[src/rtl/cdf_pkg.sv]
package cdf_pkg;
  typedef enum logic {
    OUT_CAND = 1'b0,
    OUT_READ = 1'b1
  } out_kind_e;
endpackage

[src/rtl/cdf_member_tbl.sv]
module cdf_member_tbl #(
  parameter int CAND_W = 16,
  parameter int DEPTH  = 16,
  parameter int PROBES = 2,
  parameter int GEN_W  = 4
) (
  input  logic              clk_i,
  input  logic              rst_ni,
  input  logic              clear_i,
  input  logic [CAND_W-1:0] look_i,
  input  logic              insert_i,
  output logic              hit_o,
  output logic              room_o
);
  localparam int IDX_W = $clog2(DEPTH);

  logic              ent_val_q [DEPTH];
  logic [GEN_W-1:0]  ent_gen_q [DEPTH];
  logic [CAND_W-1:0] ent_tag_q [DEPTH];
  logic [GEN_W-1:0]  gen_q;

  logic [IDX_W-1:0]  home;
  logic [IDX_W-1:0]  slot  [PROBES];
  logic [PROBES-1:0] match;
  logic [PROBES-1:0] vacant;
  logic [IDX_W-1:0]  ins_slot;

  always_comb begin
    home = '0;
    for (int b = 0; b < CAND_W; b++) home[b % IDX_W] = home[b % IDX_W] ^ look_i[b];
  end

  for (genvar p = 0; p < PROBES; p++) begin : g_probe
    logic live;
    assign slot[p]   = home + IDX_W'(p);
    assign live      = ent_val_q[slot[p]] && (ent_gen_q[slot[p]] == gen_q);
    assign match[p]  = live && (ent_tag_q[slot[p]] == look_i);
    assign vacant[p] = !live;
  end

  assign hit_o  = |match;
  assign room_o = |vacant;

  // first vacant probe wins
  always_comb begin
    ins_slot = slot[0];
    for (int p = PROBES - 1; p >= 0; p--) if (vacant[p]) ins_slot = slot[p];
  end

  always_ff @(posedge clk_i or negedge rst_ni) begin
    if (!rst_ni) begin
      gen_q <= '0;
      for (int i = 0; i < DEPTH; i++) ent_val_q[i] <= 1'b0;
    end else if (clear_i) begin
      gen_q <= gen_q + 1'b1;
      // on wrap, stale tags could alias the new generation
      if (&gen_q) for (int i = 0; i < DEPTH; i++) ent_val_q[i] <= 1'b0;
    end else if (insert_i && room_o) begin
      ent_val_q[ins_slot] <= 1'b1;
    end
  end

  always_ff @(posedge clk_i) begin
    if (!clear_i && insert_i && room_o) begin
      ent_gen_q[ins_slot] <= gen_q;
      ent_tag_q[ins_slot] <= look_i;
    end
  end
endmodule

[src/rtl/cdf_count_trk.sv]
module cdf_count_trk #(
  parameter int SEEDS_W = 6,
  parameter int CNT_W   = 6
) (
  input  logic               clk_i,
  input  logic               rst_ni,
  input  logic               start_i,
  input  logic [SEEDS_W-1:0] seeds_i,
  input  logic               cnt_i,
  input  logic [CNT_W-1:0]   cnt_num_i,
  input  logic               cand_i,
  output logic               done_o,
  output logic               cnt_room_o,
  output logic               cand_room_o
);
  localparam int SUM_W = CNT_W + SEEDS_W;

  logic [SEEDS_W-1:0] seeds_q, seen_seeds_q;
  logic [SUM_W-1:0]   sum_q, seen_cands_q;

  always_ff @(posedge clk_i or negedge rst_ni) begin
    if (!rst_ni) begin
      seeds_q      <= '0;
      seen_seeds_q <= '0;
      sum_q        <= '0;
      seen_cands_q <= '0;
    end else if (start_i) begin
      seeds_q      <= seeds_i;
      seen_seeds_q <= '0;
      sum_q        <= '0;
      seen_cands_q <= '0;
    end else begin
      if (cnt_i) begin
        seen_seeds_q <= seen_seeds_q + 1'b1;
        sum_q        <= sum_q + SUM_W'(cnt_num_i);
      end
      if (cand_i) seen_cands_q <= seen_cands_q + 1'b1;
    end
  end

  assign cnt_room_o  = seen_seeds_q < seeds_q;
  assign cand_room_o = seen_cands_q < sum_q;
  assign done_o      = (seen_seeds_q == seeds_q) && (seen_cands_q == sum_q);
endmodule

[src/rtl/cdf_out_reg.sv]
module cdf_out_reg
  import cdf_pkg::*;
#(
  parameter int ID_W   = 8,
  parameter int READ_W = 32,
  parameter int CAND_W = 16
) (
  input  logic              clk_i,
  input  logic              rst_ni,
  input  logic              load_hdr_i,
  input  logic              load_cand_i,
  input  logic [ID_W-1:0]   id_i,
  input  logic [READ_W-1:0] read_i,
  input  logic [CAND_W-1:0] cand_i,
  input  logic              ready_i,
  output logic              free_o,
  output logic              valid_o,
  output logic              is_read_o,
  output logic [ID_W-1:0]   id_o,
  output logic [READ_W-1:0] read_o,
  output logic [CAND_W-1:0] cand_o
);
  out_kind_e kind_q;

  always_ff @(posedge clk_i or negedge rst_ni) begin
    if (!rst_ni) begin
      valid_o <= 1'b0;
      kind_q  <= OUT_CAND;
      id_o    <= '0;
      read_o  <= '0;
      cand_o  <= '0;
    end else if (load_hdr_i) begin
      valid_o <= 1'b1;
      kind_q  <= OUT_READ;
      id_o    <= id_i;
      read_o  <= read_i;
    end else if (load_cand_i) begin
      valid_o <= 1'b1;
      kind_q  <= OUT_CAND;
      cand_o  <= cand_i;
    end else if (ready_i) begin
      valid_o <= 1'b0;
    end
  end

  assign is_read_o = (kind_q == OUT_READ);
  assign free_o    = !valid_o || ready_i;
endmodule

[src/rtl/cand_dedup_filter.sv]
module cand_dedup_filter #(
  parameter int ID_W    = 8,
  parameter int READ_W  = 32,
  parameter int CAND_W  = 16,
  parameter int SEEDS_W = 6,
  parameter int CNT_W   = 6,
  parameter int DEPTH   = 16,
  parameter int PROBES  = 2,
  parameter int GEN_W   = 4
) (
  input  logic               clk_i,
  input  logic               rst_ni,
  input  logic               start_valid_i,
  output logic               start_ready_o,
  input  logic [ID_W-1:0]    start_id_i,
  input  logic [READ_W-1:0]  start_read_i,
  input  logic [SEEDS_W-1:0] start_seeds_i,
  input  logic               cnt_valid_i,
  output logic               cnt_ready_o,
  input  logic [CNT_W-1:0]   cnt_num_i,
  input  logic               cand_valid_i,
  output logic               cand_ready_o,
  input  logic [CAND_W-1:0]  cand_i,
  output logic               out_valid_o,
  input  logic               out_ready_i,
  output logic               out_is_read_o,
  output logic [ID_W-1:0]    out_id_o,
  output logic [READ_W-1:0]  out_read_o,
  output logic [CAND_W-1:0]  out_cand_o
);
  logic done, cnt_room, cand_room, out_free, hit, room;
  logic start_fire, cnt_fire, cand_fire, fwd;

  assign start_ready_o = done && out_free;
  assign cnt_ready_o   = cnt_room;
  assign cand_ready_o  = cand_room && out_free;

  assign start_fire = start_valid_i && start_ready_o;
  assign cnt_fire   = cnt_valid_i && cnt_ready_o;
  assign cand_fire  = cand_valid_i && cand_ready_o;
  assign fwd        = cand_fire && !hit;

  cdf_count_trk #(.SEEDS_W(SEEDS_W), .CNT_W(CNT_W)) u_cnt (
    .clk_i       (clk_i),
    .rst_ni      (rst_ni),
    .start_i     (start_fire),
    .seeds_i     (start_seeds_i),
    .cnt_i       (cnt_fire),
    .cnt_num_i   (cnt_num_i),
    .cand_i      (cand_fire),
    .done_o      (done),
    .cnt_room_o  (cnt_room),
    .cand_room_o (cand_room)
  );

  cdf_member_tbl #(.CAND_W(CAND_W), .DEPTH(DEPTH), .PROBES(PROBES), .GEN_W(GEN_W)) u_tbl (
    .clk_i    (clk_i),
    .rst_ni   (rst_ni),
    .clear_i  (start_fire),
    .look_i   (cand_i),
    .insert_i (fwd),
    .hit_o    (hit),
    .room_o   (room)
  );

  cdf_out_reg #(.ID_W(ID_W), .READ_W(READ_W), .CAND_W(CAND_W)) u_out (
    .clk_i       (clk_i),
    .rst_ni      (rst_ni),
    .load_hdr_i  (start_fire),
    .load_cand_i (fwd),
    .id_i        (start_id_i),
    .read_i      (start_read_i),
    .cand_i      (cand_i),
    .ready_i     (out_ready_i),
    .free_o      (out_free),
    .valid_o     (out_valid_o),
    .is_read_o   (out_is_read_o),
    .id_o        (out_id_o),
    .read_o      (out_read_o),
    .cand_o      (out_cand_o)
  );

  logic unused_room;
  assign unused_room = room;
endmodule

[config.mk]
export PLATFORM = sky130hd
export DESIGN_NAME = cand_dedup_filter
export DESIGN_NICKNAME = d
export VERILOG_FILES = /design/src/rtl/cdf_pkg.sv /design/src/rtl/cdf_member_tbl.sv /design/src/rtl/cdf_count_trk.sv /design/src/rtl/cdf_out_reg.sv /design/src/rtl/cand_dedup_filter.sv
export SDC_FILE = /design/constraint.sdc
export NUM_CORES = 1
export LEC_CHECK = 0
export BUFFER_PORTS_ARGS = -buffer_cell sky130_fd_sc_hd__buf_2
export CAP_MARGIN = 20
export CORE_MARGIN = 5
export CORE_UTILIZATION = 45
export CTS_BUF_LIST = sky130_fd_sc_hd__clkbuf_8
export DETAILED_ROUTE_END_ITERATION = 10
export PLACE_DENSITY = 0.62
export SLEW_MARGIN = 20
export SYNTH_ARGS = -nofsm -noshare
export SYNTH_HDL_FRONTEND = slang
export SYNTH_SLANG_ARGS = --single-unit
[constraint.sdc]
create_clock -name clk_i -period 5.1 [get_ports clk_i]
set_input_delay 0.51 -clock clk_i [delete_from_list [all_inputs] [get_ports clk_i]]
set_output_delay 0.51 -clock clk_i [all_outputs]
set_load 0.02 [all_outputs]
==> results.cfg <==
[floorplan]
io_pins = 135
core_area_mm2 = 0.04646
start_util_pct = 45.36
dieArea_mm2 = 0.05126
die_y_um = 226.4
row_count = 79
fp.dieW_um = 226.4

[setup_path]
critPathKind = in -> reg
startpoint_type = input pin
ff2ff_path_depth = 10
regToRegSetupSlack_ps = 1080
rr_startpoint = u_tbl.ent_gen_q[14][1]
cpPeakStageDelay_ps = 950
crit_chain = buf_2 -> xor2_1 -> xor2_1 -> buf_4 -> inv_6 -> buf_4 -> buf_12 -> mux4_2 -> a22oi_1 -> nand2_1 -> xnor2_1 -> nor4_4 -> nand2_1 -> buf_4 -> mux2_2 -> nand2_2 -> nor2_4
endpoint_kind = register
cp_max_fo = 62
worst_r2r_endpoint = u_tbl.ent_tag_q[12][15]
arrival_ps = 5080
crit_required_ps = 5340
slowest_stage = nor2_4
cp_common_cell = buf_4

[clock_network]
cts_buffer_depth = 3
clkTransAtPathRegs_ps = 60
clock-sinks = 434
cts-resized-gates = 0
post_cts_buffers = 0
htreeDepth = 3
cts_hold_buf = 1
cts_tree = done
clkLatencyLatePin_ps = 640
cts_root_buffer = clkbuf_8
cts_made_buffers = 77

[routing]
viasPerCell = 5.986
routedWlPerCell_um = 25.90
first_iter_violations = 1216
detail-route-antenna-nets = 0
finalWirelength_um = 58020
vias = 13410
drc_errors = 0
firstDrtPassIters = 5

[finish]
finalNetCount = 1676
final_layout_size_suffix_gt1_share_pct = 39.42
area_delta_synth_final_pct = 19.37
post-route-util_pct = 54.15
fin_cells = 2240
final_common_cell = edfxtp_1
layout_common_cells = edfxtp_1 (320), mux4_2 (154), buf_2 (133), buf_4 (123), dfrtp_1 (114)
fill_cells = 3781

[yosys]
syn_inst = 1293
syn-cell-area_mm2 = 0.02107
synth-main-ff-cell = edfxtp_1
synth_enable_flop_cells = 320
yosysSeqAreaShare_pct = 59.13
ys_seq_elements = 434
ys_types = 62
synth_fp_nets = 1396
yosysWarnings = 0
async_flop_share_pct = 26.27
avgSynthCellArea_um2 = 16.30

[sta]
rsz0062_at_grt = no
timing.setup.tns_ps = 0
max_freq_mhz = 206.8
hold_violations = 0
fin_crit_sh_pct = 94.81
setup_viol = 0
fin_skew_ps = 24.21
worst_pin_slew_ps = 1143
fin_crit_ps = 4835
slew_headroom_pct = 23.61
drv_slew = 0
setup_ws_ps = 264.6

[place]
portBuffers = 134
hpwl_um = 37630
routabilityCongestion = 0.8623
dp_slack_ps = -424.9
dp_cells = 2100

[global_route]
antenna_found_initial = 1
grt_pass1_wl_um = 87670
grt.total_usage_pct = 22.85
grt_max_degree = 89
gr-total-overflow = 0
grt_pass1_vias = 13820

[min_path]
worst_hold_path.endpoint = u_cnt.seeds_q[1]
hold_depth = 3
hp-class = in -> reg
hp-start = start_seeds_i[1]

[pwr]
peakVddDrop_v = 0.0002348
p_per_area_mw_per_mm2 = 443.5
p_total_mw = 11.16
cellLeakagePower_nw = 9.776

[status]
status = completed

[run]
cap_violations = 0
[per-stage QoR]
step           hold slack (ps)  instance area (um2)
2_1_floorplan            214.4                21360
3_3_place_gp             458.2                23680
3_5_place_dp             460.6                23680
4_1_cts                  27.29                25150
5_1_grt                  43.28                25150
6_report                 82.84                25160
[synth_stat cells (2+ instances only)]
master    count  area (um2)
buf_6         8       90.09
mux4_1        4       105.1
a31oi_1       4       25.02
nand2_1      67       251.5
o22ai_1       4       25.02
o2111a_1      2       22.52
nor3_1       11       55.05
or4_1         4       30.03
a22oi_1       7       52.55
nand2b_1      2       12.51
buf_2        20       100.1
a221o_1       2       20.02
inv_1        26       97.59
edfxtp_1    320        9609
nand4_1      16       100.1
a211oi_1      5       37.54
buf_4         7       52.55
a221oi_1      5       43.79
and2_1        2       12.51
or3_1         5       31.28
inv_2         2       7.510
nor2b_1      12       75.07
dfrtp_1     114        2853
mux2_4       10       150.1
o21a_1        3       22.52
ha_1         28       350.3
a21oi_1      18       90.09
mux2i_1      73       730.7
a21o_1        6       45.04
o211ai_2      4       50.05
o21ai_0      30       150.1
and4_1        2       17.52
nand3_1      18       90.09
mux4_2      154        3468
a32oi_1      11       96.34
nor2_1       74       277.8
mux2_2       57       641.9
and3_1        8       50.05
o21ai_1       2       10.01
clkbuf_1     39       146.4
xor2_1       47       411.6
nor4_1        6       37.54
xnor2_1      28       245.2
a22o_1        8       70.07
[metal layers]
metal / track usage [%] / vias up / part of all wire (%) / routed length (um)
met5: 0 / - / 0 / 0
met4: 7.394 / 0 / 3.2 / 1853
met3: 5.243 / 120 / 7.4 / 4288
met2: 35.64 / 631 / 47 / 27220
met1: 32.27 / 6955 / 42 / 24660
li1: - / 5702 / - / -
[where the power goes]
group	switching [mW]	internal (mW)
combinational	1.97	1.82
clock	1.44	1.65
sequential	0.192	4.08
total	3.61	7.55
[state kept, by name, indices dropped and copies added, names as in the netlist]
signal              count
u_tbl.ent_val_q        16
u_cnt.seen_cands_q     12
u_tbl.gen_q             4
u_out.is_read_o         1
u_out.cand_o           16
u_out.read_o           32
u_cnt.seeds_q           6
u_tbl.ent_tag_q       256
u_tbl.ent_gen_q        64
u_out.valid_o           1
u_cnt.seen_seeds_q      6
u_cnt.sum_q            12
u_out.id_o              8
[worst max-delay path by stage]
stage / start / end / slack, ps / cells past startpoint
2_1_floorplan: cand_i[1] / u_tbl.ent_gen_q[8][0] / 8 / 20
3_3_place_gp: cand_i[9] / u_tbl.ent_tag_q[12][11] / -430 / 17
3_5_place_dp: cand_i[9] / u_tbl.ent_tag_q[12][1] / -420 / 17
4_1_cts: cand_i[9] / u_tbl.ent_tag_q[12][1] / 250 / 17
5_1_grt: cand_i[9] / u_tbl.ent_tag_q[12][11] / 10 / 17
6_report: cand_i[9] / u_tbl.ent_tag_q[12][15] / 260 / 17
[layout make-up]
type / instances / area (um2) / area share (%)
Timing Repair Buffer: 277 / 1991 / 7.913
Inverter: 28 / 112.6 / 0.4476
Sequential cell: 434 / 12460 / 49.54
Clock buffer: 86 / 1184 / 4.705
Antenna cell: 2 / 5.005 / 0.01990
Clock inverter: 51 / 272.8 / 1.084
Multi-Input combinational cell: 755 / 8369 / 33.27
Tap cell: 607 / 759.5 / 3.019
[critical path: cells and delay by family]
| family | cells | cell delay (ps) |
|---|---|---|
| and+or+nand+nor | 5 | 1860 |
| AOI/OAI and AO/OA | 1 | 210 |
| buffers and inverters | 6 | 1020 |
| muxes | 2 | 790 |
| xor gates and xnor gates | 3 | 570 |
[cell families (layout without fill, tap and decap cells)]
group	after synthesis	count (layout)	synth area share [%]
DFF	434	434	59.13
muxes	298	298	24.18
and+or+nand+nor	234	234	5.308
AOI/OAI and AO/OA	117	117	3.883
buffers and inverters	104	442	2.434
xor gates and xnor gates	77	77	3.301
adders and majority gates	29	29	1.757
other	0	2	0
No activity file was read; power rests on OpenSTA's default activity.
